===== config.mk =====
export PLATFORM = sky130hd
export DESIGN_NAME = simd_absdiff_acc
export DESIGN_NICKNAME = d
export VERILOG_FILES = /design/src/rtl/simd_abd_pkg.sv /design/src/rtl/abd_lane_bank.sv /design/src/rtl/abd_operand_sel.sv /design/src/rtl/abd_result_sel.sv /design/src/rtl/simd_absdiff_acc.sv
export SDC_FILE = /design/constraint.sdc
export NUM_CORES = 2
export LEC_CHECK = 0
export ABC_CLOCK_PERIOD_IN_PS = 11500
export BUFFER_PORTS_ARGS = -buffer_cell sky130_fd_sc_hd__buf_2
export CAP_MARGIN = 20
export CELL_PAD_IN_SITES_DETAIL_PLACEMENT = 0
export CELL_PAD_IN_SITES_GLOBAL_PLACEMENT = 1
export CORE_MARGIN = 4
export CORE_UTILIZATION = 47
export DETAILED_ROUTE_END_ITERATION = 7
export GPL_ROUTABILITY_DRIVEN = 1
export PLACE_DENSITY = 0.93
export SLEW_MARGIN = 20
export SYNTH_ARGS = -nofsm -noshare
export SYNTH_HDL_FRONTEND = slang
export SYNTH_SLANG_ARGS = --single-unit

===== constraint.sdc =====
create_clock -name clk -period 11.5 [get_ports clk]
set_clock_uncertainty 0.15 [all_clocks]
set_input_delay 0.575 -clock clk [delete_from_list [all_inputs] [get_ports clk]]
set_output_delay 0.575 -clock clk [all_outputs]
set_load 0.02 [all_outputs]

===== src/rtl/simd_abd_pkg.sv =====
package simd_abd_pkg;
  localparam int VEC_W  = 128;
  localparam int HALF_W = VEC_W / 2;
  localparam int NUM_SZ = 3;

  typedef enum logic [1:0] {
    LANE_B8  = 2'd0,
    LANE_B16 = 2'd1,
    LANE_B32 = 2'd2,
    LANE_BAD = 2'd3
  } lane_sz_e;
endpackage


===== src/rtl/abd_lane_bank.sv =====
module abd_lane_bank #(
  parameter int SRC_W = 8,
  parameter int DST_W = 8,
  parameter int LANES = 16
) (
  input  logic [LANES*SRC_W-1:0] src_a,
  input  logic [LANES*SRC_W-1:0] src_b,
  input  logic [LANES*DST_W-1:0] acc_in,
  input  logic                   is_signed,
  input  logic                   op_acc,
  output logic [LANES*DST_W-1:0] lane_res
);
  // magnitude of x-y with one guard bit; always fits SRC_W unsigned bits
  function automatic logic [SRC_W-1:0] abs_diff(input logic [SRC_W-1:0] x,
                                               input logic [SRC_W-1:0] y,
                                               input logic sg);
    logic [SRC_W:0] xe, ye, d;
    xe = {sg & x[SRC_W-1], x};
    ye = {sg & y[SRC_W-1], y};
    d  = xe - ye;
    if (d[SRC_W]) d = -d;
    return d[SRC_W-1:0];
  endfunction

  function automatic logic [DST_W-1:0] fold_acc(input logic [SRC_W-1:0] mag,
                                               input logic [DST_W-1:0] acc,
                                               input logic en);
    logic [DST_W-1:0] ext;
    ext = DST_W'(mag);
    return en ? ext + acc : ext;
  endfunction

  for (genvar i = 0; i < LANES; i++) begin : g_lane
    logic [SRC_W-1:0] mag;
    assign mag = abs_diff(src_a[i*SRC_W +: SRC_W], src_b[i*SRC_W +: SRC_W], is_signed);
    assign lane_res[i*DST_W +: DST_W] = fold_acc(mag, acc_in[i*DST_W +: DST_W], op_acc);
  end
endmodule


===== src/rtl/abd_operand_sel.sv =====
module abd_operand_sel #(
  parameter int VEC_W = 128
) (
  input  logic [VEC_W-1:0]   src_a,
  input  logic [VEC_W-1:0]   src_b,
  input  logic               upper_half,
  output logic [VEC_W/2-1:0] half_a,
  output logic [VEC_W/2-1:0] half_b
);
  localparam int HW = VEC_W / 2;
  assign half_a = upper_half ? src_a[VEC_W-1:HW] : src_a[HW-1:0];
  assign half_b = upper_half ? src_b[VEC_W-1:HW] : src_b[HW-1:0];
endmodule


===== src/rtl/abd_result_sel.sv =====
module abd_result_sel
  import simd_abd_pkg::*;
#(
  parameter int VEC_W = 128
) (
  input  logic [NUM_SZ-1:0][VEC_W-1:0] nar_res,
  input  logic [NUM_SZ-1:0][VEC_W-1:0] wid_res,
  input  logic [1:0]                   lane_sz,
  input  logic                         widen,
  input  logic                         full_width,
  output logic [VEC_W-1:0]             sel_res,
  output logic                         bad_size,
  output logic                         upper_masked
);
  localparam int HW = VEC_W / 2;
  logic [VEC_W-1:0] pick;

  assign bad_size     = (lane_sz == LANE_BAD);
  assign upper_masked = !widen && !full_width;

  always_comb begin
    pick = '0;
    if (!bad_size) pick = widen ? wid_res[lane_sz] : nar_res[lane_sz];
    sel_res = pick;
    if (upper_masked) sel_res[VEC_W-1:HW] = '0;
  end
endmodule


===== src/rtl/simd_absdiff_acc.sv =====
module simd_absdiff_acc
  import simd_abd_pkg::*;
(
  input  logic         clk,
  input  logic         rst_n,
  input  logic         in_valid,
  input  logic [127:0] src_a,
  input  logic [127:0] src_b,
  input  logic [127:0] acc_in,
  input  logic         op_acc,
  input  logic         is_signed,
  input  logic [1:0]   lane_sz,
  input  logic         full_width,
  input  logic         widen,
  input  logic         upper_half,
  output logic         out_valid,
  output logic [127:0] result,
  output logic         illegal
);
  logic [HALF_W-1:0]             half_a, half_b;
  logic [NUM_SZ-1:0][VEC_W-1:0]  nar_res, wid_res;
  logic [VEC_W-1:0]              sel_res;
  logic                          bad_size, upper_masked;

  abd_operand_sel #(.VEC_W(VEC_W)) u_opsel (
    .src_a(src_a), .src_b(src_b), .upper_half(upper_half),
    .half_a(half_a), .half_b(half_b)
  );

  for (genvar k = 0; k < NUM_SZ; k++) begin : g_sz
    localparam int SW = 8 << k;
    abd_lane_bank #(.SRC_W(SW), .DST_W(SW), .LANES(VEC_W/SW)) u_narrow (
      .src_a(src_a), .src_b(src_b), .acc_in(acc_in),
      .is_signed(is_signed), .op_acc(op_acc), .lane_res(nar_res[k])
    );
    abd_lane_bank #(.SRC_W(SW), .DST_W(2*SW), .LANES(HALF_W/SW)) u_wide (
      .src_a(half_a), .src_b(half_b), .acc_in(acc_in),
      .is_signed(is_signed), .op_acc(op_acc), .lane_res(wid_res[k])
    );
  end

  abd_result_sel #(.VEC_W(VEC_W)) u_rsel (
    .nar_res(nar_res), .wid_res(wid_res), .lane_sz(lane_sz),
    .widen(widen), .full_width(full_width),
    .sel_res(sel_res), .bad_size(bad_size), .upper_masked(upper_masked)
  );

  always_ff @(posedge clk) begin
    if (!rst_n) begin
      out_valid <= 1'b0;
      result    <= '0;
      illegal   <= 1'b0;
    end else begin
      out_valid <= in_valid;
      if (in_valid) begin
        result  <= bad_size ? '0 : sel_res;
        illegal <= bad_size;
      end
    end
  end

  // output valid is the input valid one clock later
  p_valid_delay_r9: assert property (@(posedge clk) disable iff (!rst_n)
    $past(rst_n) |-> out_valid == $past(in_valid));
  // outputs hold without an accepted operation
  p_hold_r9: assert property (@(posedge clk) disable iff (!rst_n)
    !in_valid |=> $stable(result) && $stable(illegal));
  // unsupported size flags and zeroes the result
  p_illegal_zero_r10: assert property (@(posedge clk) disable iff (!rst_n)
    in_valid && lane_sz == 2'd3 |=> illegal && result == '0);
  // legal sizes clear the flag
  p_legal_clear_r10: assert property (@(posedge clk) disable iff (!rst_n)
    in_valid && lane_sz != 2'd3 |=> !illegal);
  // 64-bit arrangement leaves the upper half zero
  p_upper_zero_r5: assert property (@(posedge clk) disable iff (!rst_n)
    in_valid && !widen && !full_width |=> result[127:64] == '0);
  // identical sources with no accumulate give zero
  p_same_zero_r1: assert property (@(posedge clk) disable iff (!rst_n)
    in_valid && !op_acc && src_a == src_b |=> result == '0);
endmodule


Yosys cells after proc, flatten, opt, wreduce, memory -nomap -nowiden. Cells that the tools add are included.

Mux-type cells: 93. Equality and inequality tests: 1. Magnitude comparators: 1. Add/sub/neg operators: 126. Bitwise operators: 48. Reductions and logical operators: 3.

Operator list (number): $bmux W128 S2 (2); $mux W128 (4); $mux W16 (28); $mux W32 (14); $mux W64 (5); $mux W8 (40); $sub A9 B9 Y9 (24); $sub A17 B17 Y17 (12); $sub A33 B33 Y33 (6); $neg A16 Y16 (12); $neg A32 Y32 (6); $neg A8 Y8 (24); $add A16 B16 Y16 (8); $add A16 B32 Y32 (4); $add A32 B32 Y32 (4); $add A32 B64 Y64 (2); $add A8 B16 Y16 (8); $add A8 B8 Y8 (16); $and A1 B1 Y1 (48); $lt A2 B3 Y1 const B (1); $eq A2 B2 Y1 const B (1); $logic_not A1 Y1 (2); $logic_and A1 B1 Y1 (1).

Output and inout bits: 130. Logic and storage cells: 275. Input bits: 394. Flip-flop bits (word level): 130.

Longest topological paths before layout.
Depth in word-level cells: 12. Gate-level depth with buffers: 36. Gate-level depth less buffers: 29.

By module. From an unflattened synthesis, not the netlist that was laid out.

Cell total of the unflattened synthesis: 12821. Area, all modules: 93479.7 um2.

Modules (own cells, without submodules): abd_lane_bank (g_sz[2].u_narrow) (sequential area each 0.0 um2, cells each 2671, times used 1, area an instance 18017.3 um2); abd_lane_bank (g_sz[1].u_narrow) (sequential area each 0.0 um2, cells each 2262, times used 1, area an instance 16339.4 um2); abd_lane_bank (g_sz[0].u_narrow) (sequential area each 0.0 um2, cells each 1831, times used 1, area an instance 14228.6 um2); abd_lane_bank (g_sz[2].u_wide) (sequential area each 0.0 um2, cells each 1701, times used 1, area an instance 11398.4 um2); abd_lane_bank (g_sz[1].u_wide) (sequential area each 0.0 um2, cells each 1457, times used 1, area an instance 10049.6 um2); abd_lane_bank (g_sz[0].u_wide) (sequential area each 0.0 um2, cells each 1163, times used 1, area an instance 8618.3 um2); abd_result_sel (sequential area each 0.0 um2, cells each 1019, times used 1, area an instance 7983.9 um2); simd_absdiff_acc (sequential area each 2602.5 um2, cells each 575, times used 1, area an instance 5225.0 um2); abd_operand_sel (sequential area each 0.0 um2, cells each 142, times used 1, area an instance 1619.1 um2).

Least setup slack after synthesis. No wires, ideal clock.

Path kind: input -> register. Start point: input port upper_half. End point: register result[112]. Setup slack: 2611 ps. Path buffers: 6. Cell stages on the path: 31. Arrival: 8622 ps. Required time: 11233 ps. Path through: clkbuf_1 > buf_1 > clkbuf_1 > clkbuf_1 > buf_1 > mux2i_1 > ha_1 > fa_1 > nor2b_1 > o31a_1 > o311ai_1 > o21a_1 > o21ai_1 > a211o_1 > and3_1 > nor3_1 > clkbuf_1 > nor2_1 > xor2_1 > ha_1 > a21boi_1 > o21ai_1 > a221oi_1 > a311oi_1 > o31ai_2 > a31oi_1 > nor3_2 > nand2_1 > xnor2_1 > a221o_1 > a22o_1.

Longest elaborated chain between the ends: 11. Elaborated cells between the ends (all ways): 24. Classes of those cells: add/sub: 9; mux: 13; bitwise: 2.

Ends and longest elaborated chain: start, declared (line simd_absdiff_acc.sv:15) `input logic upper_half,`; $mux W64 (on tied branches) (line abd_operand_sel.sv:11, abd_operand_sel.sv:12); $sub A33 B33 Y33 (tied with other cells) (line abd_lane_bank.sv:20) `d = xe - ye;`; $neg A32 Y32 (tied with other cells) (line abd_lane_bank.sv:21) `if (d[SRC_W]) d = -d;`; $mux W32 (tied with other cells) (line abd_lane_bank.sv:21); $add A32 B64 Y64 (tied with other cells) (line abd_lane_bank.sv:30) `return en ? ext + acc : ext;`; $mux W64 (tied with other cells) (line abd_lane_bank.sv:30); $bmux W128 S2 (*) (line abd_result_sel.sv:23) `if (!bad_size) pick = widen ? wid_res[lane_sz] : nar_res[lane_sz];`; $mux W128 (implied by the code) (*) (line abd_result_sel.sv:23); $mux W128 (*) (line abd_result_sel.sv:23); $mux W64 (*) (line abd_result_sel.sv:25) `if (upper_masked) sel_res[VEC_W-1:HW] = '0;`; $mux W128 (*) (line simd_absdiff_acc.sv:56) `result <= bad_size ? '0 : sel_res;`; end signal, assigned (line simd_absdiff_acc.sv:56); end, declared (line simd_absdiff_acc.sv:17) `output logic [127:0] result,`.

Every way passes the cells marked *; elsewhere a longest branch is shown, timed or not. The select of a mux whose other input is x is not followed. A chain may end at the register's enable or synchronous reset.

Worst setup path after layout.
Start point: input port upper_half. End point: register result[61].

Longest elaborated chain between the ends: 10. Elaborated cells between the ends (all ways): 23. Classes of those cells: add/sub: 9; mux: 12; bitwise: 2.

Ends and longest elaborated chain (line): $mux W64 (on tied branches) (abd_operand_sel.sv:11, abd_operand_sel.sv:12); $sub A33 B33 Y33 (tied with other cells) (abd_lane_bank.sv:20); $neg A32 Y32 (tied with other cells) (abd_lane_bank.sv:21); $mux W32 (tied with other cells) (abd_lane_bank.sv:21); $add A32 B64 Y64 (tied with other cells) (abd_lane_bank.sv:30); $mux W64 (tied with other cells) (abd_lane_bank.sv:30); $bmux W128 S2 (*) (abd_result_sel.sv:23); $mux W128 (implied by the code) (*) (abd_result_sel.sv:23); $mux W128 (*) (abd_result_sel.sv:23); $mux W128 (*) (simd_absdiff_acc.sv:56).

Marks and branches as above.

==> results.cfg <==
[clock_tree]
cts-htree-levels = 4
numCtsBuffers = 17
cts.clk_slew.worst_paths_ps = 80
clock_path_buffers = 2
cts.sinks = 130
clk_latency_ps = 540
ctsResizeCount = 0
cts_tree = built
cts_root_buffer = clkbuf_16
holdBufCountCts = 0
postCtsSetupBuffers = 0

[timing]
fin_ws_ps = 2420
tns_ps = 0
setup_violations = 0
period_share_pct = 79.0
report.final.slew_viol_count = 0
tightestPinTransition_ps = 1310
whs_ps = 292
slew_headroom_pct = 12.1
fmax_mhz = 110
hold_viol_final = 0
rsz0062_at_grt = false
fin_crit_ps = 9080

[hold_path]
holdPathEnd = result[98]$_SDFFE_PN0P_
hold_depth = 2
hold_start = result[98]$_SDFFE_PN0P_
min_path_type = flip-flop to flip-flop

[finish]
fill_cells = 14600
final_common_cell = xnor2_1
fin_nets = 11100
final_cell_mix = 934 x xnor2_1, 909 x nand2_1, 833 x a21oi_1
utilization_pct = 51.2
drive_gt1_share_pct = 9.82
fin_cells = 11800
synthToLayoutAreaGrowth_pct = 7.90

[critical_path]
critical_path_class = primary input to flip-flop
rr_worst_depth = 6
cpPeakStageDelay_ps = 900
slowest_stage = a2111oi_0
cp.required_ps = 11840
start_kind = primary input
r2r_end = result[30]$_SDFFE_PN0P_
cp_data_arrival_time_ps = 9420
r2r_slack_ps = 9300
crit_path_end_kind = flip-flop
timing.rr.start = result[30]$_SDFFE_PN0P_
cp_max_fo = 56

[floorplan]
dieArea_sq_mm = 0.150
coreArea_sq_mm = 0.142
die_h_um = 387
pin_count = 524
core.rowCount = 138
start_util_pct = 47.5
die_x_um = 387

[detailed_routing]
dr.pass1.iters = 8
viasPerCell = 6.78
vias = 80200
drt-initial-drc-count = 11400
wl_mm = 363
drc_errors = 0
avgRoutedWirePerCell_um = 30.7
antenna_left = 0

[power]
peakVddDrop_mv = 0.0968
powerDensity_mw_per_mm2 = 196
leakage_uw = 0.0318

[global_routing]
antenna_found_initial = 42
first_global_vias = 73100
grt_first_pass_wirelength_mm = 511
grt.total_usage_pct = 45.6
grt_max_degree = 113
overflow = 0

[logic_synthesis]
synth_area_leader_cell = ha_1
synthesis.area_sq_mm = 0.0674
ys_seq_area_share_pct = 3.86
synth_top_area_share_pct = 14.1
yosysWarningCount = 0
syn-mean-instance-area_sq_um = 7.00
synth_edf_count = 0
ys_ff_latch = 130
syn_nets = 10900
ys_async_sr_fraction_pct = 0
synth.distinct_cells = 104
ys.flop_type = dfxtp_1
synth.area.top_cells = ha_1 14%, xnor2_1 12%, xor2_1 6.6%, a21oi_1 6.2%, nand2_1 5.1%
netlist_instances = 9636

[flow_run]
drv_cap = 0

[place]
dp_slack_ps = 2220
placement.io_buffers = 523
routabilityCongestion = 1.14
place_inst = 11800
dp_hpwl_mm = 296

[run_status]
status = finished clean
-- worst max path at each step --
stage | slack (ps) | to | startpoint | cells after the start
finish | 2420 | result[61]$_SDFFE_PN0P_ | upper_half | 25
floorplan | 2610 | result[112]$_SDFFE_PN0P_ | upper_half | 31
CTS | 2780 | result[61]$_SDFFE_PN0P_ | upper_half | 25
global route | 2000 | result[108]$_SDFFE_PN0P_ | upper_half | 27
global placement | 2320 | result[112]$_SDFFE_PN0P_ | upper_half | 28
detailed placement | 2220 | result[61]$_SDFFE_PN0P_ | upper_half | 25
-- flip-flops by register name, summed over array words and instances, names as in the netlist --
name	cells
out_valid	1
illegal	1
result	128
-- stage by stage --
step	total power (uW)	cell area (sq um)
finish	14200	72800
global placement	12800	72000
floorplan	9610	67400
CTS	13700	72700
detailed placement	13000	72100
global route	15100	72700
-- cells in the mapped netlist, types with 64 or more instances --
| cell type | n |
|---|---|
| dfxtp_1 | 130 |
| fa_1 | 66 |
| o21bai_1 | 71 |
| a31oi_1 | 105 |
| ha_1 | 758 |
| clkbuf_1 | 371 |
| a221oi_1 | 69 |
| nor2b_1 | 123 |
| and3_1 | 86 |
| xor2_1 | 509 |
| nand2b_1 | 144 |
| xnor2_1 | 934 |
| o21ai_0 | 616 |
| a21oi_1 | 834 |
| nand4_1 | 81 |
| nor2_1 | 819 |
| inv_1 | 488 |
| or3_1 | 75 |
| o21a_1 | 147 |
| nand2_1 | 914 |
| mux2_2 | 64 |
| nor3_1 | 192 |
| mux4_2 | 76 |
| o211ai_1 | 93 |
| a21o_1 | 313 |
| a211oi_1 | 107 |
| o31ai_1 | 89 |
| mux2i_1 | 120 |
| nand3_1 | 228 |
| and2_1 | 75 |
-- layer usage --
| metal | vias to the layer above | part of all wire, % | GRT usage, % |
|---|---|---|---|
| met5 | - | 0.045 | 0.255 |
| met4 | 18 | 7.7 | 29.2 |
| met3 | 1055 | 13 | 12.4 |
| met2 | 5581 | 39 | 64.3 |
| met1 | 37900 | 40 | 60.7 |
| li1 | 35600 | - | - |
-- kinds of logic (layout without fill, tap and decap cells) --
logic type      after synthesis  count (layout)  synth area share, %
xor+xnor                   1443            1443                 18.7
mux                         261             261                 5.40
other cells                   0              41                    0
compound gates             3073            3073                 29.7
simple gates               3000            3000                 21.2
buf+inv                     905            1175                 5.05
flops                       130             130                 3.86
fa+ha+maj                   824             824                 16.0
-- area by class of cell --
cell class | count | area (sq um) | area share, %
Antenna cell | 41 | 103 | 0.141
Clock inverter | 15 | 171 | 0.236
Multi-Input combinational cell | 8601 | 61600 | 84.7
Sequential cell | 130 | 2600 | 3.58
Clock buffer | 17 | 425 | 0.585
Tap cell | 1890 | 2360 | 3.25
Timing Repair Buffer | 650 | 3630 | 4.99
Inverter | 493 | 1860 | 2.56
-- worst max-delay path, delay by kind of cell --
kind / cells / cell delay (ps)
AO/OA/AOI/OAI: 11 / 3850
buffers and inverters: 3 / 1540
AND/OR/NAND/NOR: 5 / 1410
adder cells (fa/ha/maj): 2 / 800
XOR/XNOR: 3 / 690
multiplexers: 1 / 420
-- report_power, final --
| part | switching, uW | total (uW) | internal [uW] |
|---|---|---|---|
| combinational | 7990 | 13000 | 5000 |
| clock | 320 | 645 | 325 |
| sequential | 90.4 | 599 | 508 |
Note: power is estimated with default switching activity, not from simulation.
